[config.mk]
export PLATFORM = sky130hd
export DESIGN_NAME = time_shadow_regs
export DESIGN_NICKNAME = d
export VERILOG_FILES = /design/src/rtl/time_shadow_regs.sv
export SDC_FILE = /design/constraint.sdc
export NUM_CORES = 1
export LEC_CHECK = 0
export BUFFER_PORTS_ARGS = -buffer_cell sky130_fd_sc_hd__clkbuf_2
export CAP_MARGIN = 5
export CORE_MARGIN = 3
export CORE_UTILIZATION = 45
export DETAILED_ROUTE_END_ITERATION = 10
export GPL_TIMING_DRIVEN = 0
export PLACE_DENSITY = 0.78
export SETUP_SLACK_MARGIN = 0.2
export SLEW_MARGIN = 20
export SYNTH_ARGS = -nofsm -noshare
export SYNTH_HDL_FRONTEND = slang
export SYNTH_SLANG_ARGS = --single-unit
[constraint.sdc]
create_clock -name clk -period 2.2 [get_ports clk]
set_input_delay 0.11 -clock clk [delete_from_list [all_inputs] [get_ports clk]]
set_output_delay 0.11 -clock clk [all_outputs]
set_load 0.01 [all_outputs]
[src/rtl/time_shadow_regs.sv]
module time_shadow_regs #(
  parameter int NCLK   = 8,
  parameter int ADDR_W = 4
) (
  input  logic              clk,
  input  logic              rst_n,
  input  logic              xfer_start,
  input  logic              xfer_stop,
  input  logic              ptr_load,
  input  logic [ADDR_W-1:0] ptr_val,
  input  logic              byte_wr,
  input  logic [7:0]        byte_wdata,
  input  logic              byte_rd,
  output logic [7:0]        byte_rdata,
  input  logic              cnt_tick,
  input  logic [8*NCLK-1:0] cnt_now,
  input  logic              pwr_fail,
  output logic              cnt_load,
  output logic [8*NCLK-1:0] cnt_wdata
);
  localparam int NREG  = 2 ** ADDR_W;
  localparam int NUSR  = NREG - NCLK;
  localparam int CAW   = $clog2(NCLK);
  localparam int UAW   = $clog2(NUSR);
  localparam logic [ADDR_W-1:0] CTRL = ADDR_W'(NCLK);

  logic [NCLK-1:0][7:0] tbuf;
  logic [7:0]           ureg [NUSR];
  logic [ADDR_W-1:0]    ptr;
  logic                 halt, wflag, in_xfer;

  wire              is_clk = (ptr < CTRL);
  wire [CAW-1:0]    cidx   = ptr[CAW-1:0];
  wire [UAW-1:0]    uidx   = UAW'(ptr - CTRL);
  wire              track  = !halt && !in_xfer && cnt_tick && !cnt_load;
  wire              snap   = !halt && xfer_start;

  assign cnt_wdata = tbuf;

  always_comb begin
    if (is_clk)          byte_rdata = tbuf[cidx];
    else if (ptr == CTRL) byte_rdata = {halt, ureg[0][6:0]};
    else                 byte_rdata = ureg[uidx];
  end

  always_ff @(posedge clk) begin
    if (!rst_n) begin
      ptr      <= '0;
      halt     <= 1'b1;
      wflag    <= 1'b0;
      in_xfer  <= 1'b0;
      cnt_load <= 1'b0;
    end else begin
      if (ptr_load)               ptr <= ptr_val;
      else if (byte_wr || byte_rd) ptr <= ptr + 1'b1;
      if (pwr_fail)                         halt <= 1'b1;
      else if (byte_wr && ptr == CTRL)      halt <= byte_wdata[7];
      if (xfer_stop)                        wflag <= 1'b0;
      else if (byte_wr && is_clk)           wflag <= 1'b1;
      if (xfer_start)      in_xfer <= 1'b1;
      else if (xfer_stop)  in_xfer <= 1'b0;
      cnt_load <= xfer_stop && wflag;
    end
  end

  for (genvar u = 0; u < NUSR; u++) begin : g_usr
    always_ff @(posedge clk) begin
      if (!rst_n) ureg[u] <= '0;
      else if (byte_wr && !is_clk && uidx == UAW'(u)) ureg[u] <= byte_wdata;
    end
  end

  for (genvar k = 0; k < NCLK; k++) begin : g_clk
    always_ff @(posedge clk) begin
      if (!rst_n)                                  tbuf[k] <= '0;
      else if (pwr_fail)                           tbuf[k] <= cnt_now[8*k +: 8];
      else if (byte_wr && is_clk && cidx == CAW'(k)) tbuf[k] <= byte_wdata;
      else if (snap || track)                      tbuf[k] <= cnt_now[8*k +: 8];
    end
  end

  assert_snapshot_R2: assert property (@(posedge clk) disable iff (!rst_n)
    (xfer_start && !halt && !pwr_fail && !byte_wr) |=> (cnt_wdata == $past(cnt_now)));
  assert_frozen_R3: assert property (@(posedge clk) disable iff (!rst_n)
    (in_xfer && !xfer_start && !byte_wr && !pwr_fail) |=> $stable(cnt_wdata));
  assert_track_R4: assert property (@(posedge clk) disable iff (!rst_n)
    (!halt && !in_xfer && cnt_tick && !cnt_load && !xfer_start && !byte_wr && !pwr_fail)
    |=> (cnt_wdata == $past(cnt_now)));
  assert_load_cause_R6: assert property (@(posedge clk) disable iff (!rst_n)
    cnt_load |-> $past(xfer_stop));
  assert_load_pulse_R6: assert property (@(posedge clk) disable iff (!rst_n)
    cnt_load |=> !cnt_load);
  assert_flag_ignore_R7: assert property (@(posedge clk) disable iff (!rst_n)
    (byte_wr && !is_clk && !wflag && !xfer_stop) |=> !wflag);
  assert_capture_R8: assert property (@(posedge clk) disable iff (!rst_n)
    pwr_fail |=> (halt && cnt_wdata == $past(cnt_now)));
  assert_hold_R9: assert property (@(posedge clk) disable iff (!rst_n)
    (halt && !byte_wr && !pwr_fail) |=> $stable(cnt_wdata));
  assert_copy_wins_R12: assert property (@(posedge clk) disable iff (!rst_n)
    (cnt_load && !xfer_start && !byte_wr && !pwr_fail) |=> $stable(cnt_wdata));
endmodule

-- After elaboration in Yosys (flattened, before gate mapping)
Memories as Yosys holds them, arrays and structs flattened.
Cells that the tools add are included.
- add/sub/neg operators: 2
- bitwise operators: 9
- $lt $le $gt $ge: 2
- mux-type cells: 65
- reduce and logical (&&, ||, !) cells: 44
- equal/unequal tests: 15
- operators by type and width (operator ; number):
    8-bit 2-to-1 mux ; 35
    1-bit 2-to-1 mux ; 27
    8-bit binary-select mux with 3-bit select ; 1
    3-bit equality test, second input constant ; 8
    1-bit logical AND ; 24
    3-bit nonzero test ; 8
    3-bit by 2-bit equality test with 1-bit output, second input constant ; 4
    4-bit 2-to-1 mux ; 2
    1-bit OR ; 8
    3-bit by 1-bit equality test with 1-bit output, second input constant ; 2
    3-bit logical NOT ; 2
    4-bit by 1-bit adder with 4-bit output, second input constant ; 1
    4-bit equality test, second input constant ; 1
    1-bit logical NOT ; 4
    3-bit by 4-bit < comparator with 1-bit output, second input constant ; 1
    4-bit < comparator, second input constant ; 1
    2-bit nonzero test ; 2
    2-bit OR reduction ; 2
    3-bit by 1-bit subtractor with 3-bit output, second input constant ; 1
    1-bit logical OR ; 2
    1-bit inverter ; 1
- memory bits (writable): 64
- input bits: 85
- bits in registers: 72
- memories: 1
- word-level logic and storage cells: 151
- memory list (name ; depth ; bits a word ; rd ports ; clocked after memory_dff ; wr ports ; RTL line ; text):
    ureg ; 8 ; 8 ; 2 ; 0 ; 8 ; 28 ; logic [7:0] ureg [NUSR];

-- Longest topological paths before layout
Gate-level depths: netlist (run 1).
- depth in word-level cells: 8
- depth in mapped cells: 10
- mapped depth without buffers: 6

-- Least setup slack after synthesis (run 1)
OpenSTA, ideal clock, no wires.
- path type: register to register
- start point: register ptr[1]
- end point: memory ureg[5][0], enable pin
- cell stages (with the launch flop): 7
- path slack: -0.145 ns
- required time: 1.816 ns
- library setup time: 0.384 ns
- clock period less this slack: 2.345 ns
- data arrival time: 1.961 ns
- buffers on the path: 2
- cell sequence: dfxtp_1 -> clkbuf_1 -> clkbuf_1 -> inv_1 -> ha_1 -> nand2_1 -> o21ai_0
- RTL lines (item ; RTL line ; text):
    start: declaration ; 29 ; logic [ADDR_W-1:0] ptr;
    start signal: assignment ; 54 ; if (ptr_load) ptr <= ptr_val;
    start signal: assignment ; 55 ; else if (byte_wr || byte_rd) ptr <= ptr + 1'b1;
    end: declaration ; 28 ;

-- Worst setup path after layout (run 1)
- start point: register ptr[0]
- end point: output port byte_rdata[1]
- cells in the longest elaborated chain, start to end: 4
- elaborated cells between the ends (all ways): 8
- those cells by class: add/sub: 1; order compare: 1; eq/ne: 1; mux: 4; memory: 1
- ends and longest elaborated chain (item ; RTL line ; text):
    3-bit by 1-bit subtractor with 3-bit output ; 34 ; wire [UAW-1:0] uidx = UAW'(ptr - CTRL);
    memory read 8 x 8 bit ; - ;
    8-bit 2-to-1 mux ; 42 ; else if (ptr == CTRL) byte_rdata = {halt, ureg[0][6:0]};
    8-bit 2-to-1 mux (*) ; 41 ; if (is_clk) byte_rdata = tbuf[cidx];
    end: declaration ; 14 ; output logic [7:0] byte_rdata,
Every way passes the cells marked *; elsewhere a longest branch is shown, timed or not. The select of a mux whose other input is x is not followed.

==> results of run 1 <==
[flip-flops by register name, summed over array words and instances, names as in the netlist, named ones only]
signal     cells
cnt_load       1
cnt_wdata     64
halt           1
in_xfer        1
ptr            4
ureg          64
wflag          1
[power by group through the flow]
stage	Clock [mW]	Sequential, mW	Combinational [mW]
after floorplan	0	3.04	0.723
after global placement	0	3.04	1.21
after detailed placement	0	3.05	1.22
after CTS	3.01	2.99	1.53
after global routing	3.12	3.01	1.78
final	3.01	3.01	1.70
[cells by family after synthesis]
kind of cell    count (synthesis)  share of synthesized area
simple gates                  228                     0.1864
xor+xnor                        2                   0.002356
compound gates                113                     0.1156
mux                           113                     0.1792
fa+ha+maj                       6                    0.01010
buf+inv                        64                    0.04594
flops                         139                     0.4604
[layer usage]
| metal | share of wire | global-route usage | vias up |
|---|---|---|---|
| met1 | 0.38 | 0.3701 | 3158 |
| met2 | 0.47 | 0.4581 | 495 |
| met4 | 0.048 | 0.1143 | 0 |
| li1 | - | - | 2932 |
| met3 | 0.11 | 0.09016 | 115 |
| met5 | 0 | 0 | - |
[final timing paths]
path | start | to | slack (ns) | cells after the start
max reg2reg | ptr[0]$_SDFFE_PN0N_ | cnt_wdata[36]$_SDFFE_PN0P_ | 0.14 | 9
max | ptr[0]$_SDFFE_PN0N_ | byte_rdata[1] | -0.05 | 9
min | cnt_now[63] | cnt_wdata[63]$_SDFFE_PN0P_ | -0.0007 | 3
min reg2reg | wflag$_SDFFE_PP0P_ | cnt_load$_SDFF_PN0_ | 0.50 | 1
[per-stage QoR]
step                power [mW]  instances    TNS, ns  area (µm²)
floorplan                3.760        665          0        7458
global placement         4.249       1034     -17.79        8494
detailed placement       4.270       1034     -20.94        8494
CTS                      7.531       1107  -0.005908        9990
global route             7.913       1119    -0.4701       10340
finish                   7.716       1119    -0.1591       10340
[cells in the final DEF, fill, tap and decap left out, drive strengths merged, types with 32 or more instances in the layout]
cell    instances
clkbuf        192
mux2i          96
dfxtp          75
nor2           68
buf            65
edfxtp         64
and2           42
a211oi         40
nand2          32
[area by class of cell]
class	count	share of cell area
Inverter	6	0.003993
Timing Repair Buffer	206	0.1251
Clock inverter	14	0.01791
Multi-Input combinational cell	462	0.4013
Clock buffer	18	0.04151
Sequential cell	139	0.3319
Tap cell	216	0.02614
Buffer	58	0.05215
[critical path: cells and delay by family, from the launching register on]
family / cells / cell delay (ns)
adder cells (fa/ha/maj): 1 / 0.15
buffers and inverters: 5 / 0.59
AND/OR/NAND/NOR: 2 / 0.31
AO/OA/AOI/OAI: 1 / 0.27
flip-flops: 1 / 0.37
[what timing repair did]
item	4_1_cts	5_1_grt
hold endpoints to repair	29	0
setup buffers	15	12
resized for setup	112	72
gates cloned	1	0
hold buffers	25	0
pin swaps	10	10
setup endpoints to repair	205	176
==> key figures, run 1 <==
Synthesis
  • Synth area leaders: edfxtp_1 (26%), dfxtp_1 (20%), mux2i_1 (13%)
  • Area leader, netlist: edfxtp_1
  • Syn avg cell area: 11.18 µm²
  • Synth unique cells: 48
  • FFs w/ async S/R, synth: 0
  • Most common cell in the netlist: mux2i_1
  • Sequential element share of the synthesized area: 0.4604
  • Most used DFF post-synth: dfxtp_1
  • Syn nets: 756
  • Synthesis warning total: 0
  • Cell count after synthesis: 665
  • FF+latch count, synth: 139
  • Number of synthesized flops with an enable pin: 64
  • Synthesized cell area: 7436 µm²
  • Commonest cells in the synthesized netlist: mux2i_1 (96), dfxtp_1 (75), edfxtp_1 (64), nor2_1 (63), and2_1 (42)
  • Post-synth top area share: 0.2585

CTS
  • Root Driver: clkbuf_16
  • Worst-case clock buffer depth: 2
  • CTS tree: built
  • Number of clock sinks: 139
  • Clock-pin slew on the worst setup and hold paths: 0.06 ns
  • Clk_lat worst skew: 0.44 ns
  • CTS Buf Count: 17
  • H-tree Lvls: 4

GRT
  • Vias in the first global route: 6,535
  • Total congestion overflow: 0
  • First-pass GRT wire length: 39,030 µm
  • Initial antenna violation count: 0
  • Gr usage total: 0.2886
  • Largest net degree at the start of global routing: 17

Worst hold path
  • HP Class: input port to flip-flop

Power
  • Maximum VDD drop: 0.0005804 V
  • Comb pwr share: 0.220
  • Sequential share of power: 0.389
  • Sw Ratio: 0.2945
  • Pwr per Cell Area: 746.2 nW/µm²
  • Static Leak: 4.279 nW
  • P_int: 5.443 mW
  • Clock share of power: 0.390
  • Net Switching: 2.273 mW

Routing
  • Total number of vias: 6,700
  • Drt pass-1 iters: 5
  • Initial DRC Count: 664
  • DRC viols: 0
  • Wirelength per Cell: 23.90 µm
  • Vias per cell: 5.987
  • Antenna-violating nets left: 0
  • DRT Wirelength: 26,750 µm

Worst setup path
  • Critical path peak fanout: 10
  • Worst EP required: 2.09 ns
  • Crit-path cells: buf_8 -> buf_12 -> inv_8 -> ha_4 -> buf_4 -> nand2_8 -> nand4_1 -> a31oi_4 -> buf_6
  • Crit path launch type: flip-flop
  • Slowest-stage cell, CP: dfxtp_4
  • Crit path arrival time: 2.14 ns
  • Critical path class: flip-flop to primary output
  • Crit end category: primary output
  • CP peak stage delay: 0.37 ns

STA
  • Worst slew pin tran: 0.8152 ns
  • Final Slew Violations: 0
  • Final setup fails: 7
  • Max Clk Rate: 444.8 MHz
  • Worst Clk Skew: 0.01224 ns
  • Period utilisation layout: 1.022
  • Worst Hold Margin: -0.0006589 ns
  • RSZ-0062 raised after global routing: yes
  • Min Tclk post-route: 2.248 ns
  • Setup ws final: -0.04839 ns
  • Rel. slew slack: 0.4566
  • Final hold vios: 1

Die
  • Die Y: 134.5 µm
  • I/O pin count: 158
  • Core area: 16,000 µm²
  • DIE WIDTH: 134.5 µm
  • DIE AREA: 18,100 µm²
  • Rows: 46
  • Initial Util: 0.4647

Placed design
  • IO buf count: 153
  • Placed wire-length estimate: 17,920 µm
  • Final Wtd Congestion: 0.9270
  • DP Worst Slack: -0.5440 ns

Finish
  • FF+latch area: 3432 µm²
  • Multi-input gate area: 4149 µm²
  • Nets: 981
  • Post-layout util: 0.6462
  • Area Overhead vs Synth: 39.05%
  • Share of cells above drive strength 1: 0.4175
  • Filler cells: 1,202
  • Diodes inserted: 0

Flow run
  • Max-cap viol count: 0

Run status
  • Violated checks: negative hold slack, negative setup slack
  • Outcome: finished, violations left
Power figures use the tool's default switching activity.
==> run 2, diff against run 1 <==
--- a/config.mk
+++ b/config.mk
@@ -8,10 +8,9 @@
 export BUFFER_PORTS_ARGS = -buffer_cell sky130_fd_sc_hd__clkbuf_2
 export CAP_MARGIN = 5
 export CORE_MARGIN = 3
-export CORE_UTILIZATION = 45
+export CORE_UTILIZATION = 35
 export DETAILED_ROUTE_END_ITERATION = 10
-export GPL_TIMING_DRIVEN = 0
-export PLACE_DENSITY = 0.78
+export PLACE_DENSITY = 0.63
 export SETUP_SLACK_MARGIN = 0.2
 export SLEW_MARGIN = 20
 export SYNTH_ARGS = -nofsm -noshare
==> constraint.sdc (replaced) <==
create_clock -name clk -period 2.5 [get_ports clk]
set_input_delay 0.125 -clock clk [delete_from_list [all_inputs] [get_ports clk]]
set_output_delay 0.125 -clock clk [all_outputs]
set_load 0.01 [all_outputs]
==> key figures, run 2 (synthesis gave the netlist of run 1 again) <==
GRT
  • Initial antenna violation count: 0
  • First-pass GRT wire length: 37,020 µm
  • Total congestion overflow: 0
  • Vias in the first global route: 6,008
  • Largest net degree at the start of global routing: 55
  • Gr usage total: 0.2193

Routing
  • Initial DRC Count: 384
  • Total number of vias: 6,097
  • Wirelength per Cell: 22.23 µm
  • Drt pass-1 iters: 4
  • Antenna-violating nets left: 0
  • Vias per cell: 5.528
  • DRT Wirelength: 24,520 µm
  • DRC viols: 0

Finish
  • Share of cells above drive strength 1: 0.3481
  • Area Overhead vs Synth: 24.62%
  • Diodes inserted: 0
  • Post-layout util: 0.4507
  • Most frequent cells in the layout: clkbuf_2 (157), mux2i_1 (91), dfxtp_1 (71), edfxtp_1 (64), nor2_1 (63)
  • Most common cell after layout, fill and taps aside: clkbuf_2
  • Nets: 911

CTS
  • CTS Buf Count: 17
  • # Post-CTS Setup Buffers: 0
  • H-tree Lvls: 4
  • Worst-case clock buffer depth: 2
  • Clock-pin slew on the worst setup and hold paths: 0.06 ns
  • Clk_lat worst skew: 0.43 ns
  • CTS tree: built
  • Number of clock sinks: 139
  • Root Driver: clkbuf_16

Die
  • Core area: 20,560 µm²
  • DIE AREA: 23,030 µm²
  • Die Y: 151.8 µm
  • Initial Util: 0.3617
  • Rows: 52
  • I/O pin count: 158
  • DIE WIDTH: 151.8 µm

Worst hold path
  • HP Class: input port to flip-flop

Worst setup path
  • Critical path class: flip-flop to primary output
  • Critical path peak fanout: 11
  • Worst EP required: 2.38 ns
  • Crit path arrival time: 2.12 ns
  • Crit path launch type: flip-flop
  • Crit end category: primary output

STA
  • Final setup fails: 0
  • Final Slew Violations: 0
  • Period utilisation layout: 0.8970
  • Worst slew pin tran: 0.5862 ns
  • Rel. slew slack: 0.6092
  • Setup Total Neg Slack: 0 ns
  • Final hold vios: 0
  • Worst Clk Skew: 0.007542 ns
  • Max Clk Rate: 445.9 MHz
  • RSZ-0062 raised after global routing: yes
  • Min Tclk post-route: 2.243 ns

Power
  • Pwr per Cell Area: 678.9 nW/µm²
  • Static Leak: 3.846 nW
  • Maximum VDD drop: 0.0005334 V

Placed design
  • Final Wtd Congestion: 0.9328
  • IO buf count: 157
  • Placed wire-length estimate: 17,390 µm

Run status
  • Outcome: finished, final reports clean

Flow run
  • Max-cap viol count: 0
run 2: cell count changes in the layout (fill, tap and decap cells not counted), moves of 9 or more:
cell	change
buf_6	-14
o21ai_0	+12
clkbuf_1	-20
nand2_1	+9
buf_4	-11
dlygate4sd3_1	-10
run 2: routing by layer:
layer | global-route usage | share of wire | up-vias
li1 | - | - | 2788
met1 | 0.3051 | 0.43 | 2967
met2 | 0.3358 | 0.46 | 303
met3 | 0.05235 | 0.084 | 39
met4 | 0.07547 | 0.024 | 0
met5 | 0 | 0 | -
run 2: path summary, 6_finish.rpt:
path	endpoint	slack, ns	from	depth (start not counted)
setup / recovery	byte_rdata[2]	0.26	ptr[0]$_SDFFE_PN0N_	5
hold / removal	cnt_wdata[28]$_SDFFE_PN0P_	0.008	cnt_now[28]	3
setup reg to reg	cnt_wdata[31]$_SDFFE_PN0P_	0.45	ptr[2]$_SDFFE_PN0N_	7
hold reg to reg	cnt_load$_SDFF_PN0_	0.48	wflag$_SDFFE_PP0P_	1
run 2: cell type report:
class | count | area (µm²)
tap | 270 | 337.8
clock buffer | 19 | 442.9
fill | 1987 | 11290
clock inverter | 13 | 142.6
timing repair buffer | 194 | 1131
sequential | 139 | 3433
multi-input combinational | 462 | 3756
inverter | 6 | 22.52
run 2: metrics by stage:
stage | std cells | power (mW) | setup WS (ns) | cell area (µm²) | hold WS, ns
5_1_grt | 1103 | 6.510 | 0.1614 | 9266 | 0.01658
6_report | 1103 | 6.291 | 0.2574 | 9266 | 0.007841
2_1_floorplan | 665 | 3.304 | 0.2275 | 7436 | 0.2043
3_3_place_gp | 1055 | 3.731 | 0.4303 | 8423 | 0.3416
4_1_cts | 1102 | 6.253 | 0.1935 | 9181 | 0.005332
3_5_place_dp | 1055 | 3.742 | 0.3633 | 8423 | 0.3457
run 2: power by group:
group	internal (mW)	switching [mW]	total, mW
combinational	0.469	0.643	1.11
clock	1.50	1.02	2.52
sequential	2.52	0.143	2.66
total	4.49	1.80	6.29
run 2: repair_timing:
item | CTS | global route
gates resized for setup | 7 | 19
pin swaps | 0 | 0
hold endpoints to repair | 17 | 0
hold buffers | 15 | 0
endpoints found under the setup margin | 8 | 12
cloned | 0 | 1
run 2: critical path, stage by stage (launching register included):
cell and delay, ns:
dfxtp_4 0.42, buf_12 0.16, mux4_2 0.53, mux2i_2 0.29, o22ai_1 0.14, clkbuf_2 0.15
